### src/rtl/cgfft_pkg.sv
// Package cgfft_pkg
// Holds the engine's phase encoding and the helper functions that produce
// the quantized twiddle factors. It assumes the twiddle scale passed in is a
// power of two no larger than the signed range of the twiddle word.
package cgfft_pkg;

    typedef enum logic [1:0] {
        PH_LOAD  = 2'd0,
        PH_CALC  = 2'd1,
        PH_DRAIN = 2'd2
    } phase_t;

    // Real part of twiddle j: round(q * cos(2*pi*j/n)).
    function automatic int twq_re(input int j, input int n, input int q);
        real ang;
        ang = 6.283185307179586 * real'(j) / real'(n);
        return $rtoi($floor(real'(q) * $cos(ang) + 0.5));
    endfunction

    // Imaginary part of twiddle j: round(-q * sin(2*pi*j/n)).
    function automatic int twq_im(input int j, input int n, input int q);
        real ang;
        ang = 6.283185307179586 * real'(j) / real'(n);
        return $rtoi($floor(-real'(q) * $sin(ang) + 0.5));
    endfunction

endpackage

### src/rtl/cgfft_twiddle_rom.sv
// Module cgfft_twiddle_rom
// Holds a table of N/2 complex twiddle factors, computed at elaboration, and
// returns one entry combinationally. Unity is scaled to 2^(TW-2), so TW must
// be at least 3. The index width matches the table exactly.
module cgfft_twiddle_rom #(
    parameter int N_LOG2 = 4,
    parameter int TW     = 10
) (
    input  logic [N_LOG2-2:0]     idx,
    output logic signed [TW-1:0]  w_re,
    output logic signed [TW-1:0]  w_im
);
    localparam int N    = 1 << N_LOG2;
    localparam int HALF = N / 2;
    localparam int QS   = 1 << (TW - 2);

    logic [TW-1:0] tab_re [HALF];
    logic [TW-1:0] tab_im [HALF];

    // One constant entry per twiddle index.
    for (genvar j = 0; j < HALF; j++) begin : g_tab
        assign tab_re[j] = TW'(cgfft_pkg::twq_re(j, N, QS));
        assign tab_im[j] = TW'(cgfft_pkg::twq_im(j, N, QS));
    end

    // Table lookup.
    assign w_re = tab_re[idx];
    assign w_im = tab_im[idx];

endmodule

### src/rtl/cgfft_butterfly.sv
// Module cgfft_butterfly
// A combinational radix-2 butterfly. It returns either the sum a+b or the
// difference (a-b) multiplied by twiddle w, using four real multipliers and
// round-half-up rescaling by 2^(TW-2). It assumes that operand magnitudes
// leave room for one bit of growth, so the sum and the product fit in OW bits.
module cgfft_butterfly #(
    parameter int OW = 12,
    parameter int TW = 10
) (
    input  logic signed [OW-1:0] a_re,
    input  logic signed [OW-1:0] a_im,
    input  logic signed [OW-1:0] b_re,
    input  logic signed [OW-1:0] b_im,
    input  logic signed [TW-1:0] w_re,
    input  logic signed [TW-1:0] w_im,
    input  logic                 take_diff,
    output logic signed [OW-1:0] y_re,
    output logic signed [OW-1:0] y_im
);
    localparam int PW = OW + TW + 1;
    localparam int SH = TW - 2;
    localparam logic signed [PW-1:0] RND = {{(PW-1){1'b0}}, 1'b1} << (TW - 3);

    logic signed [OW-1:0] s_re, s_im, d_re, d_im;
    logic signed [PW-1:0] dxr, dxi, wxr, wxi;
    logic signed [PW-1:0] p_re, p_im, r_re, r_im;

    // Sum and difference branches.
    always_comb begin
        s_re = a_re + b_re;
        s_im = a_im + b_im;
        d_re = a_re - b_re;
        d_im = a_im - b_im;
    end

    // Complex product of the difference with the twiddle, then rounding.
    always_comb begin
        dxr  = {{(PW-OW){d_re[OW-1]}}, d_re};
        dxi  = {{(PW-OW){d_im[OW-1]}}, d_im};
        wxr  = {{(PW-TW){w_re[TW-1]}}, w_re};
        wxi  = {{(PW-TW){w_im[TW-1]}}, w_im};
        p_re = dxr * wxr - dxi * wxi;
        p_im = dxr * wxi + dxi * wxr;
        r_re = (p_re + RND) >>> SH;
        r_im = (p_im + RND) >>> SH;
    end

    // Branch select: even write positions take the sum, odd ones the product.
    always_comb begin
        if (take_diff) begin
            y_re = r_re[OW-1:0];
            y_im = r_im[OW-1:0];
        end else begin
            y_re = s_re;
            y_im = s_im;
        end
    end

endmodule

### src/rtl/cgfft_pingpong.sv
// Module cgfft_pingpong
// Two equal banks of DEPTH words. A single write port selects its bank with
// wr_bank. Two asynchronous read ports share the bank chosen by rd_bank. The
// module assumes that the controller never reads and writes the same bank in
// one pass.
module cgfft_pingpong #(
    parameter int AW = 4,
    parameter int W  = 24
) (
    input  logic          clk,
    input  logic          wr_en,
    input  logic          wr_bank,
    input  logic [AW-1:0] wr_addr,
    input  logic [W-1:0]  wr_data,
    input  logic          rd_bank,
    input  logic [AW-1:0] rd_addr_a,
    input  logic [AW-1:0] rd_addr_b,
    output logic [W-1:0]  rd_data_a,
    output logic [W-1:0]  rd_data_b
);
    localparam int DEPTH = 1 << AW;

    logic [W-1:0] rda [2];
    logic [W-1:0] rdb [2];

    for (genvar b = 0; b < 2; b++) begin : g_bank
        localparam logic SEL = 1'(b);
        logic [W-1:0] mem [DEPTH];

        // Store one word when this bank is the write target.
        always_ff @(posedge clk) begin
            if (wr_en && (wr_bank == SEL)) begin
                mem[wr_addr] <= wr_data;
            end
        end

        assign rda[b] = mem[rd_addr_a];
        assign rdb[b] = mem[rd_addr_b];
    end

    // Route the two read ports from the selected bank.
    assign rd_data_a = rd_bank ? rda[1] : rda[0];
    assign rd_data_b = rd_bank ? rdb[1] : rdb[0];

endmodule

### src/rtl/cgfft_ctrl.sv
// Module cgfft_ctrl
// Sequences the three phases: load, compute and drain. It produces the
// buffer addresses, bank selects, twiddle index and branch select. Load and
// drain take N cycles each, and every pass takes N cycles: cycle c handles
// butterfly c/2 and writes position c. It assumes N_LOG2 >= 2.
module cgfft_ctrl #(
    parameter int N_LOG2    = 4,
    parameter bit NAT_ORDER = 1'b1
) (
    input  logic              clk,
    input  logic              rst_n,
    input  logic              in_valid,
    output logic              in_ready,
    output logic              wr_en,
    output logic              wr_load,
    output logic              wr_bank,
    output logic [N_LOG2-1:0] wr_addr,
    output logic              rd_bank,
    output logic [N_LOG2-1:0] rd_addr_a,
    output logic [N_LOG2-1:0] rd_addr_b,
    output logic [N_LOG2-2:0] tw_idx,
    output logic              take_diff,
    output logic              drain_en,
    output logic              drain_last
);
    import cgfft_pkg::*;

    localparam int AW = N_LOG2;
    localparam int SW = $clog2(N_LOG2 + 1);
    localparam logic [AW-1:0] LAST = {AW{1'b1}};
    localparam logic [SW-1:0] LAST_STAGE = SW'(N_LOG2 - 1);
    localparam logic FINAL_BANK = 1'(N_LOG2 % 2);

    phase_t        phase;
    logic [AW-1:0] cnt;
    logic [SW-1:0] stage;
    logic [AW-2:0] bfly;
    logic [AW-2:0] tw_mask;
    logic [AW-1:0] drain_addr;

    // Phase, position counter and pass counter.
    always_ff @(posedge clk) begin
        if (!rst_n) begin
            phase <= PH_LOAD;
            cnt   <= '0;
            stage <= '0;
        end else begin
            case (phase)
                PH_LOAD: begin
                    if (in_valid) begin
                        cnt   <= cnt + 1'b1;
                        stage <= '0;
                        if (cnt == LAST) phase <= PH_CALC;
                    end
                end
                PH_CALC: begin
                    cnt <= cnt + 1'b1;
                    if (cnt == LAST) begin
                        if (stage == LAST_STAGE) phase <= PH_DRAIN;
                        else                     stage <= stage + 1'b1;
                    end
                end
                PH_DRAIN: begin
                    cnt <= cnt + 1'b1;
                    if (cnt == LAST) phase <= PH_LOAD;
                end
                default: phase <= PH_LOAD;
            endcase
        end
    end

    // Output read address: bit-reversed position or straight position.
    if (NAT_ORDER) begin : g_nat
        for (genvar i = 0; i < AW; i++) begin : g_rev
            assign drain_addr[i] = cnt[AW-1-i];
        end
    end else begin : g_raw
        assign drain_addr = cnt;
    end

    // Butterfly number and twiddle index (low pass bits cleared).
    always_comb begin
        bfly    = cnt[AW-1:1];
        tw_mask = {(AW-1){1'b1}} << stage;
        tw_idx  = bfly & tw_mask;
    end

    // Per-phase buffer control.
    always_comb begin
        in_ready   = (phase == PH_LOAD);
        wr_load    = (phase == PH_LOAD);
        wr_en      = ((phase == PH_LOAD) && in_valid) || (phase == PH_CALC);
        wr_bank    = (phase == PH_LOAD) ? 1'b0 : ~stage[0];
        wr_addr    = cnt;
        rd_bank    = (phase == PH_CALC) ? stage[0] : FINAL_BANK;
        rd_addr_a  = (phase == PH_CALC) ? {1'b0, bfly} : drain_addr;
        rd_addr_b  = {1'b1, bfly};
        take_diff  = cnt[0];
        drain_en   = (phase == PH_DRAIN);
        drain_last = (cnt == LAST);
    end

endmodule

### src/rtl/cgfft_core.sv
// Module cgfft_core
// Top of the constant-geometry radix-2 FFT engine. It links the controller,
// the ping-pong buffers, the twiddle table and the shared butterfly, and it
// registers the result port. Input samples are sign-extended to the full
// output width when they are loaded, so no pass ever truncates.
module cgfft_core #(
    parameter int  N_LOG2    = 4,
    parameter int  DW        = 8,
    parameter int  TW        = 10,
    parameter bit  NAT_ORDER = 1'b1,
    localparam int OW        = DW + N_LOG2
) (
    input  logic                 clk,
    input  logic                 rst_n,
    input  logic                 in_valid,
    output logic                 in_ready,
    input  logic signed [DW-1:0] in_re,
    input  logic signed [DW-1:0] in_im,
    output logic                 out_valid,
    output logic                 out_last,
    output logic signed [OW-1:0] out_re,
    output logic signed [OW-1:0] out_im
);
    localparam int AW = N_LOG2;
    localparam int WW = 2 * OW;

    logic              wr_en, wr_load, wr_bank, rd_bank;
    logic [AW-1:0]     wr_addr, rd_addr_a, rd_addr_b;
    logic [AW-2:0]     tw_idx;
    logic              take_diff, drain_en, drain_last;
    logic [WW-1:0]     wr_data, rd_data_a, rd_data_b;
    logic signed [OW-1:0] ld_re, ld_im, a_re, a_im, b_re, b_im, y_re, y_im;
    logic signed [TW-1:0] w_re, w_im;

    cgfft_ctrl #(
        .N_LOG2    (N_LOG2),
        .NAT_ORDER (NAT_ORDER)
    ) u_ctrl (
        .clk        (clk),
        .rst_n      (rst_n),
        .in_valid   (in_valid),
        .in_ready   (in_ready),
        .wr_en      (wr_en),
        .wr_load    (wr_load),
        .wr_bank    (wr_bank),
        .wr_addr    (wr_addr),
        .rd_bank    (rd_bank),
        .rd_addr_a  (rd_addr_a),
        .rd_addr_b  (rd_addr_b),
        .tw_idx     (tw_idx),
        .take_diff  (take_diff),
        .drain_en   (drain_en),
        .drain_last (drain_last)
    );

    cgfft_pingpong #(
        .AW (AW),
        .W  (WW)
    ) u_buf (
        .clk       (clk),
        .wr_en     (wr_en),
        .wr_bank   (wr_bank),
        .wr_addr   (wr_addr),
        .wr_data   (wr_data),
        .rd_bank   (rd_bank),
        .rd_addr_a (rd_addr_a),
        .rd_addr_b (rd_addr_b),
        .rd_data_a (rd_data_a),
        .rd_data_b (rd_data_b)
    );

    cgfft_twiddle_rom #(
        .N_LOG2 (N_LOG2),
        .TW     (TW)
    ) u_rom (
        .idx  (tw_idx),
        .w_re (w_re),
        .w_im (w_im)
    );

    cgfft_butterfly #(
        .OW (OW),
        .TW (TW)
    ) u_bfly (
        .a_re      (a_re),
        .a_im      (a_im),
        .b_re      (b_re),
        .b_im      (b_im),
        .w_re      (w_re),
        .w_im      (w_im),
        .take_diff (take_diff),
        .y_re      (y_re),
        .y_im      (y_im)
    );

    // Unpack the read words and sign-extend the incoming sample.
    always_comb begin
        a_re  = rd_data_a[WW-1:OW];
        a_im  = rd_data_a[OW-1:0];
        b_re  = rd_data_b[WW-1:OW];
        b_im  = rd_data_b[OW-1:0];
        ld_re = {{N_LOG2{in_re[DW-1]}}, in_re};
        ld_im = {{N_LOG2{in_im[DW-1]}}, in_im};
    end

    // The write word comes from the input port while loading, otherwise from the butterfly.
    assign wr_data = wr_load ? {ld_re, ld_im} : {y_re, y_im};

    // Registered result port.
    always_ff @(posedge clk) begin
        if (!rst_n) begin
            out_valid <= 1'b0;
            out_last  <= 1'b0;
            out_re    <= '0;
            out_im    <= '0;
        end else begin
            out_valid <= drain_en;
            out_last  <= drain_en && drain_last;
            if (drain_en) begin
                out_re <= a_re;
                out_im <= a_im;
            end
        end
    end

endmodule

### config.mk
export PLATFORM = sky130hd
export DESIGN_NAME = cgfft_core
export DESIGN_NICKNAME = d
export VERILOG_FILES = /design/src/rtl/cgfft_pkg.sv /design/src/rtl/cgfft_twiddle_rom.sv /design/src/rtl/cgfft_butterfly.sv /design/src/rtl/cgfft_pingpong.sv /design/src/rtl/cgfft_ctrl.sv /design/src/rtl/cgfft_core.sv
export SDC_FILE = /design/constraint.sdc
export NUM_CORES = 2
export LEC_CHECK = 0
export BUFFER_PORTS_ARGS = -buffer_cell sky130_fd_sc_hd__buf_4
export CAP_MARGIN = 20
export CORE_UTILIZATION = 50
export DETAILED_ROUTE_END_ITERATION = 10
export MAX_ROUTING_LAYER = met4
export PLACE_DENSITY = 0.73
export SETUP_SLACK_MARGIN = 0.05
export SLEW_MARGIN = 20
export SYNTH_ARGS = -nofsm -noshare
export SYNTH_HDL_FRONTEND = slang
export SYNTH_SLANG_ARGS = --single-unit
export TNS_END_PERCENT = 1
### constraint.sdc
create_clock -name clk -period 28.1 [get_ports clk]
set_input_delay 5.62 -clock clk [delete_from_list [all_inputs] [get_ports clk]]
set_output_delay 5.62 -clock clk [all_outputs]
set_load 0.02 [all_outputs]
## After elaboration in Yosys (flattened, before gate mapping)

Memory sizes are Yosys's and may differ from the RTL's. A register that Yosys moved wholly into a read port is not among the register bits.
Index checks and enable logic that the tools add are counted.

| operators by class | value |
|---|---|
| reductions and logical operators | 12 |
| shifts and indexed selects | 1 |
| bitwise gates (word level) | 4 |
| eq/ne operators | 10 |
| magnitude comparators | 1 |
| add/subtract/negate cells | 10 |
| mux-type cells | 32 |
| multipliers | 4 |

Operators by type and width:

| cell | number |
|---|---|
| $mul 12x10->20 | 4 |
| $mux 24 | 3 |
| $add 20x9->20 const B | 2 |
| $mux 10 | 4 |
| $add 12x12->12 | 2 |
| $mux 12 | 2 |
| $mux 4 | 6 |
| $sub 12x12->12 | 2 |
| $add 20x20->20 | 1 |
| $sub 20x20->20 | 1 |
| $mux 2 | 5 |
| $mux 3 | 3 |
| $pmux 4 s2 | 1 |
| $mux 1 | 6 |
| $ne 2x1->1 const B | 3 |
| $ne 2x2->1 const B | 3 |
| $pmux 2 s3 | 1 |
| $pmux 3 s2 | 1 |
| $reduce_and 5->1 | 1 |
| $add 4x1->4 const B | 1 |
| $eq 4x4->1 const B | 1 |
| $ge 4x4->1 const B | 1 |
| $logic_and 1x1->1 | 4 |
| $not 3->4 | 1 |
| other kinds (13) | 15 |

| storage, ports and cells | value |
|---|---|
| bits in registers | 35 |
| input port bits | 19 |
| output and inout port bits | 27 |
| ROM bits | 160 |
| memories kept | 4 |
| memory bits (writable) | 768 |

Memories:

| name | depth | bits a word | rd ports | clocked after Yosys merged registers in | wr ports | line | source |
|---|---|---|---|---|---|---|---|
| u_buf.g_bank[0].mem | 16 | 24 | 2 | 1 | 1 | cgfft_pingpong.sv:28 | `logic [W-1:0] mem [DEPTH];` |
| u_buf.g_bank[1].mem | 16 | 24 | 2 | 1 | 1 | cgfft_pingpong.sv:28 |  |
| (name not given) | 8 | 10 | 1 | 0 | 0 | cgfft_twiddle_rom.sv:27 | `assign w_re = tab_re[idx];` |
| (name not given) | 8 | 10 | 1 | 0 | 0 | cgfft_twiddle_rom.sv:28 | `assign w_im = tab_im[idx];` |

## Longest topological paths before layout

| logic depth | value |
|---|---|
| word-level depth | 11 |
| mapped depth | 48 |
| mapped depth without buffers | 44 |

## Modules after synthesis

From an unflattened synthesis, not the netlist that was laid out.

| unflattened totals | value |
|---|---|
| cells, all modules | 4,958 |
| area, all modules | 57,828.0 µm² |

Modules (own cells, without submodules):

| module | area each (µm²) | cells each | instances |
|---|---|---|---|
| cgfft_pingpong | 36,744.0 | 2,565 | 1 |
| cgfft_butterfly | 18,876.9 | 2,158 | 1 |
| cgfft_core | 1,291.2 | 120 | 1 |
| cgfft_ctrl | 654.4 | 75 | 1 |
| cgfft_twiddle_rom | 261.5 | 40 | 1 |

## Worst setup path before layout

Ideal clock, no wire load.

| timing path | value |
|---|---|
| path kind | reg-to-reg |
| start | register (tool-made name) |
| end | memory u_buf.g_bank[0].mem[0][23], data pin |
| library setup time | 491 ps |
| arrival | 11,666 ps |
| setup slack | 15,943 ps |
| cell stages (with the launch flop) | 37 |
| cells stage by stage | dfxtp_1 clkbuf_1 clkbuf_1 clkbuf_1 buf_1 mux4_2 mux4_2 ha_1 clkbuf_1 inv_1 a21oi_1 nor2_1 o22ai_1 o211a_1 xnor2_1 clkbuf_1 nor2_1 fa_1 fa_1 inv_1 fa_1 inv_1 fa_1 fa_1 fa_1 fa_1 ha_1 o21a_1 o21ai_0 o21bai_1 a211oi_1 a21oi_1 nor2_1 a21oi_1 a21oi_1 xnor3_1 a311oi_1 |

RTL lines:

| item | line |
|---|---|
| end: declaration | cgfft_pingpong.sv:28 |

## Worst setup path in the final report

| timing path | value |
|---|---|
| start | register u_ctrl.phase[1] |
| end | memory u_buf.g_bank[0].mem[12][10], data pin |

| between the ends | value |
|---|---|
| longest elaborated chain between the ends | 10 |
| elaborated cells between the ends (all ways) | 17 |
| classes of those cells | add/sub (5); mul (2); eq/ne (1); mux (6); reduce/logical (1); memory (2) |

RTL lines:

| item | line | source |
|---|---|---|
| start: declaration | cgfft_ctrl.sv:34 | `phase_t phase;` |
| start signal: assignment | cgfft_ctrl.sv:44 | `phase <= PH_LOAD;` |
| start signal: assignment | cgfft_ctrl.sv:53 | `if (cnt == LAST) phase <= PH_CALC;` |
| start signal: assignment | cgfft_ctrl.sv:59 | `if (stage == LAST_STAGE) phase <= PH_DRAIN;` |
| $eq 2x1->1 * | cgfft_ctrl.sv:95, cgfft_ctrl.sv:96 |  |
| $mux 4 | cgfft_ctrl.sv:96 | `rd_addr_a = (phase == PH_CALC) ? {1'b0, bfly} : drain_addr;` |
| $mem_v2 16x24 | -- |  |
| $mux 24 * | cgfft_pingpong.sv:42 | `assign rd_data_a = rd_bank ? rda[1] : rda[0];` |
| named net rd_data_a[13] | cgfft_core.sv:31 | `logic [WW-1:0] wr_data, rd_data_a, rd_data_b;` |
| $sub 12x12->12 * | cgfft_butterfly.sv:32 | `d_re = a_re - b_re;` |
| $mul 12x10->20 * | cgfft_butterfly.sv:43 | `p_im = dxr * wxi + dxi * wxr;` |
| $add 20x20->20 * | cgfft_butterfly.sv:43 |  |
| $add 20x9->20 * | cgfft_butterfly.sv:45 | `r_im = (p_im + RND) >>> SH;` |
| $mux 12 * | cgfft_butterfly.sv:50 | `if (take_diff) begin` |
| $mux 24 * | cgfft_core.sv:107 | `assign wr_data = wr_load ? {ld_re, ld_im} : {y_re, y_im};` |
| named net u_buf.wr_data[10] | cgfft_pingpong.sv:14 | `input logic [W-1:0] wr_data,` |

Mark *: on every way through the listed nets, which the timed path passes. The rest lies on a longest branch.

==> results by group <==
Global route
  – Overall Global Routing Usage: 0.290
  – Largest net degree at the start of global routing: 90
  – Vias in the first global route: 32680
  – Gr ovfl total: 0
  – First-pass GRT wire length: 211000 um
  – Initial antenna violation count: 4

Critical path
  – WP data arrival: 14360 ps
  – CP Capture Type: register
  – RR Endpoint: u_buf.g_bank[0].mem[12][10]$_DFFE_PP_
  – CP max stage cell: xor2_1
  – Reg-to-Reg Start: u_ctrl.phase[1]$_SDFFE_PN0P_
  – Reg2Reg Depth: 43
  – WS Path Type: reg2reg
  – Slowest Stage Delay on Critical Path: 790 ps
  – Flop-to-flop setup slack: 14040 ps
  – CP startpoint kind: register
  – Crit path required time: between 20000 and 30000 ps
  – Most frequent CP cell: fa_1
  – Worst Path Max Fanout: a little under 90

Die
  – Die height: approximately 320 um
  – FP Rows: 116
  – Die W: 322 um
  – Core Box Area: 101000 sq um
  – Die area: 104000 sq um
  – Initial core utilization: 0.508
  – I/O Pins: 46

Logic synthesis
  – Post-Syn Instances: 3775
  – Synth Flop Type: edfxtp_1
  – Post-synth EDFFs: approximately 770
  – Yosys top cell area share: 0.451
  – Synth area leaders: edfxtp_1 45%, fa_1 16%, mux4_2 11%
  – Async S/R FF share, synth: 0
  – Cell taking the most area after synthesis: edfxtp_1
  – Yosys reg bits: 806
  – Sequential share of the synthesized area: 0.466
  – Syn Area/Cell: 13.5 sq um
  – Synth warnings: 0
  – Distinct cells, synth: 90
  – Post-synth net total: approximately 4500
  – Syn Std Cell Area: 51100 sq um

STA
  – Hold_ws: 469 ps
  – Tmin final: 14060 ps
  – Clock skew: 27.9 ps
  – Max-slew violation count: 0
  – RSZ-0062 raised after global routing: false
  – Final Hold Viols: 0
  – Fmax: about 71 MHz
  – Part of the cycle the worst path needs: 0.500
  – Setup TNS: 0 ps
  – Final setup fails: 0
  – Slew at the pin with the worst max-slew slack: approximately 1100 ps
  – Slew HR: 0.238

Power
  – Total power: 7.15 mW
  – Peak supply drop: approximately 0.4 mV
  – Power Dens Cells: 127 nW/um^2
  – Static Leak: 22.0 nW

Routing
  – Initial DRC Count: 3979
  – Uppermost layer routed: met4
  – Metal2 WL: 67900 um
  – First-pass DRT Iterations: 5
  – Avg WL per Cell: around 27 um
  – Drt total wl: 142000 um
  – Via count: 31708
  – Detail Route Antenna Nets: 0
  – Met1 wire length: 52400 um
  – DR DRC count: 0
  – Via density per instance: 6.02
  – Met3 WL post-DR: 15000 um

CTS
  – H-tree lvl count: 3
  – Worst-skew pair later-pin latency: ~630 ps
  – TritonCTS clock tree: done
  – CTS Buffer Depth: 3
  – Cts repair resizes: 0
  – CTS Sinks: 806
  – Clock-pin slew on the worst setup and hold paths: 60 ps
  – CTS root buf: clkbuf_16
  – CTS Buf Count: 75
  – Post-CTS setup buffer count: 0
  – CTS Hold Bufs: 0

Layout
  – Area Overhead vs Synth: 10.3%
  – Nets@finish: 4525
  – Most common cell after layout, fill and taps aside: edfxtp_1
  – Share of layout cells above drive strength 1: 0.163
  – Fill cell count: 7970
  – Most frequent cells in the layout: 768 x edfxtp_1, 585 x inv_1, 416 x fa_1
  – Post-route non-filler standard cell count: 5265

Place
  – Total placed cells including tap cells: 5124
  – Post-DP HPWL: 96800 um
  – IO buf count: 45
  – Global placement routability congestion: 0.960

Worst hold path
  – Worst hold path startpoint: out_im[3]$_SDFFE_PN0P_
  – Hold path depth: 2
  – Hold Path End: out_im[3]$_SDFFE_PN0P_
  – Min-Delay Path Class: reg2reg

Job
  – Max-Cap Viols: 0

Run status
  – Outcome: finished clean
==> per-stage QoR <==
stage / instance area (sq um) / worst slack [ps] / util
after global routing: 56400 / 13200 / 0.560
after detailed placement: 53800 / 13860 / 0.534
after global placement: 53800 / 14090 / 0.534
after floorplan: 51100 / 15940 / -
final: 56400 / 14040 / 0.560
after CTS: 56300 / 13690 / 0.559
==> state kept, by name (all words and copies together) (netlist names), named ones only <==
name,cells
out_im,12
u_buf.g_bank.mem,768
out_last,1
out_re,12
u_ctrl.phase,2
u_ctrl.wr_addr,4
u_ctrl.stage,3
out_valid,1
==> worst max-delay path: cells and delay by family, from the launching register on <==
kind | cells | cell delay [ps]
adders and majority gates | 9 | 4310
muxes | 2 | 810
and+or+nand+nor | 12 | 2150
DFF | 1 | 540
buffers and inverters | 7 | 1560
AOI/OAI and AO/OA | 11 | 3330
xor gates and xnor gates | 2 | 980
==> synthesized netlist by cell type, types with 33 or more instances <==
library cell  count
edfxtp_1        768
inv_1           585
fa_1            416
nand2_1         340
nor2_1          274
mux4_2          255
ha_1            243
xnor2_1         114
clkbuf_1        113
a21oi_1          74
o21ai_0          58
and2_1           57
dfxtp_1          38
mux2i_1          34
nand3_1          33
==> area by class of cell <==
cell class	count	area, sq um	share of cell area
Clock buffer	96	2080	0.0369
Sequential cell	806	23800	0.423
Clock inverter	39	410	0.00728
Tap cell	1357	1700	0.0301
Multi-Input combinational cell	2213	24900	0.441
Antenna cell	3	7.51	0.000133
Inverter	588	2210	0.0391
Timing Repair Buffer	163	1280	0.0227
==> how the worst max path moves through the flow <==
stage | slack [ps] | startpoint | depth (start not counted) | end
after detailed placement | 13860 | u_ctrl.phase[1]$_SDFFE_PN0P_ | 43 | u_buf.g_bank[0].mem[4][10]$_DFFE_PP_
after CTS | 13690 | u_ctrl.phase[1]$_SDFFE_PN0P_ | 43 | u_buf.g_bank[0].mem[12][10]$_DFFE_PP_
after floorplan | 15940 | register | 36 | u_buf.g_bank[0].mem[0][23]$_DFFE_PP_
final | 14040 | u_ctrl.phase[1]$_SDFFE_PN0P_ | 43 | u_buf.g_bank[0].mem[12][10]$_DFFE_PP_
after global placement | 14090 | u_ctrl.phase[1]$_SDFFE_PN0P_ | 43 | u_buf.g_bank[0].mem[4][10]$_DFFE_PP_
after global routing | 13200 | u_ctrl.phase[1]$_SDFFE_PN0P_ | 43 | u_buf.g_bank[0].mem[12][10]$_DFFE_PP_
==> cells by family after synthesis <==
| kind of cell | share of synthesized area |
|---|---|
| AND/OR/NAND/NOR | 0.0729 |
| flip-flops | 0.466 |
| buffers and inverters | 0.0572 |
| adder cells (fa/ha/maj) | 0.222 |
| multiplexers | 0.120 |
| AO/OA/AOI/OAI | 0.0370 |
| XOR/XNOR | 0.0248 |
==> where the power goes <==
group / total [mW] / internal, mW / leakage (nW) / switching, mW
clock network: 1.04 / 0.592 / 1.22 / 0.444
logic: 4.79 / 1.95 / 13.5 / 2.83
registers: 1.33 / 1.32 / 7.23 / 0.00597
total: 7.15 / 3.87 / 22.0 / 3.28
==> layer usage <==
metal	vias up	GRT usage
met5	-	-
met3	381	0.0534
li1	13154	-
met4	0	0.129
met1	16221	0.369
met2	1952	0.456
Power figures use the tool's default switching activity.
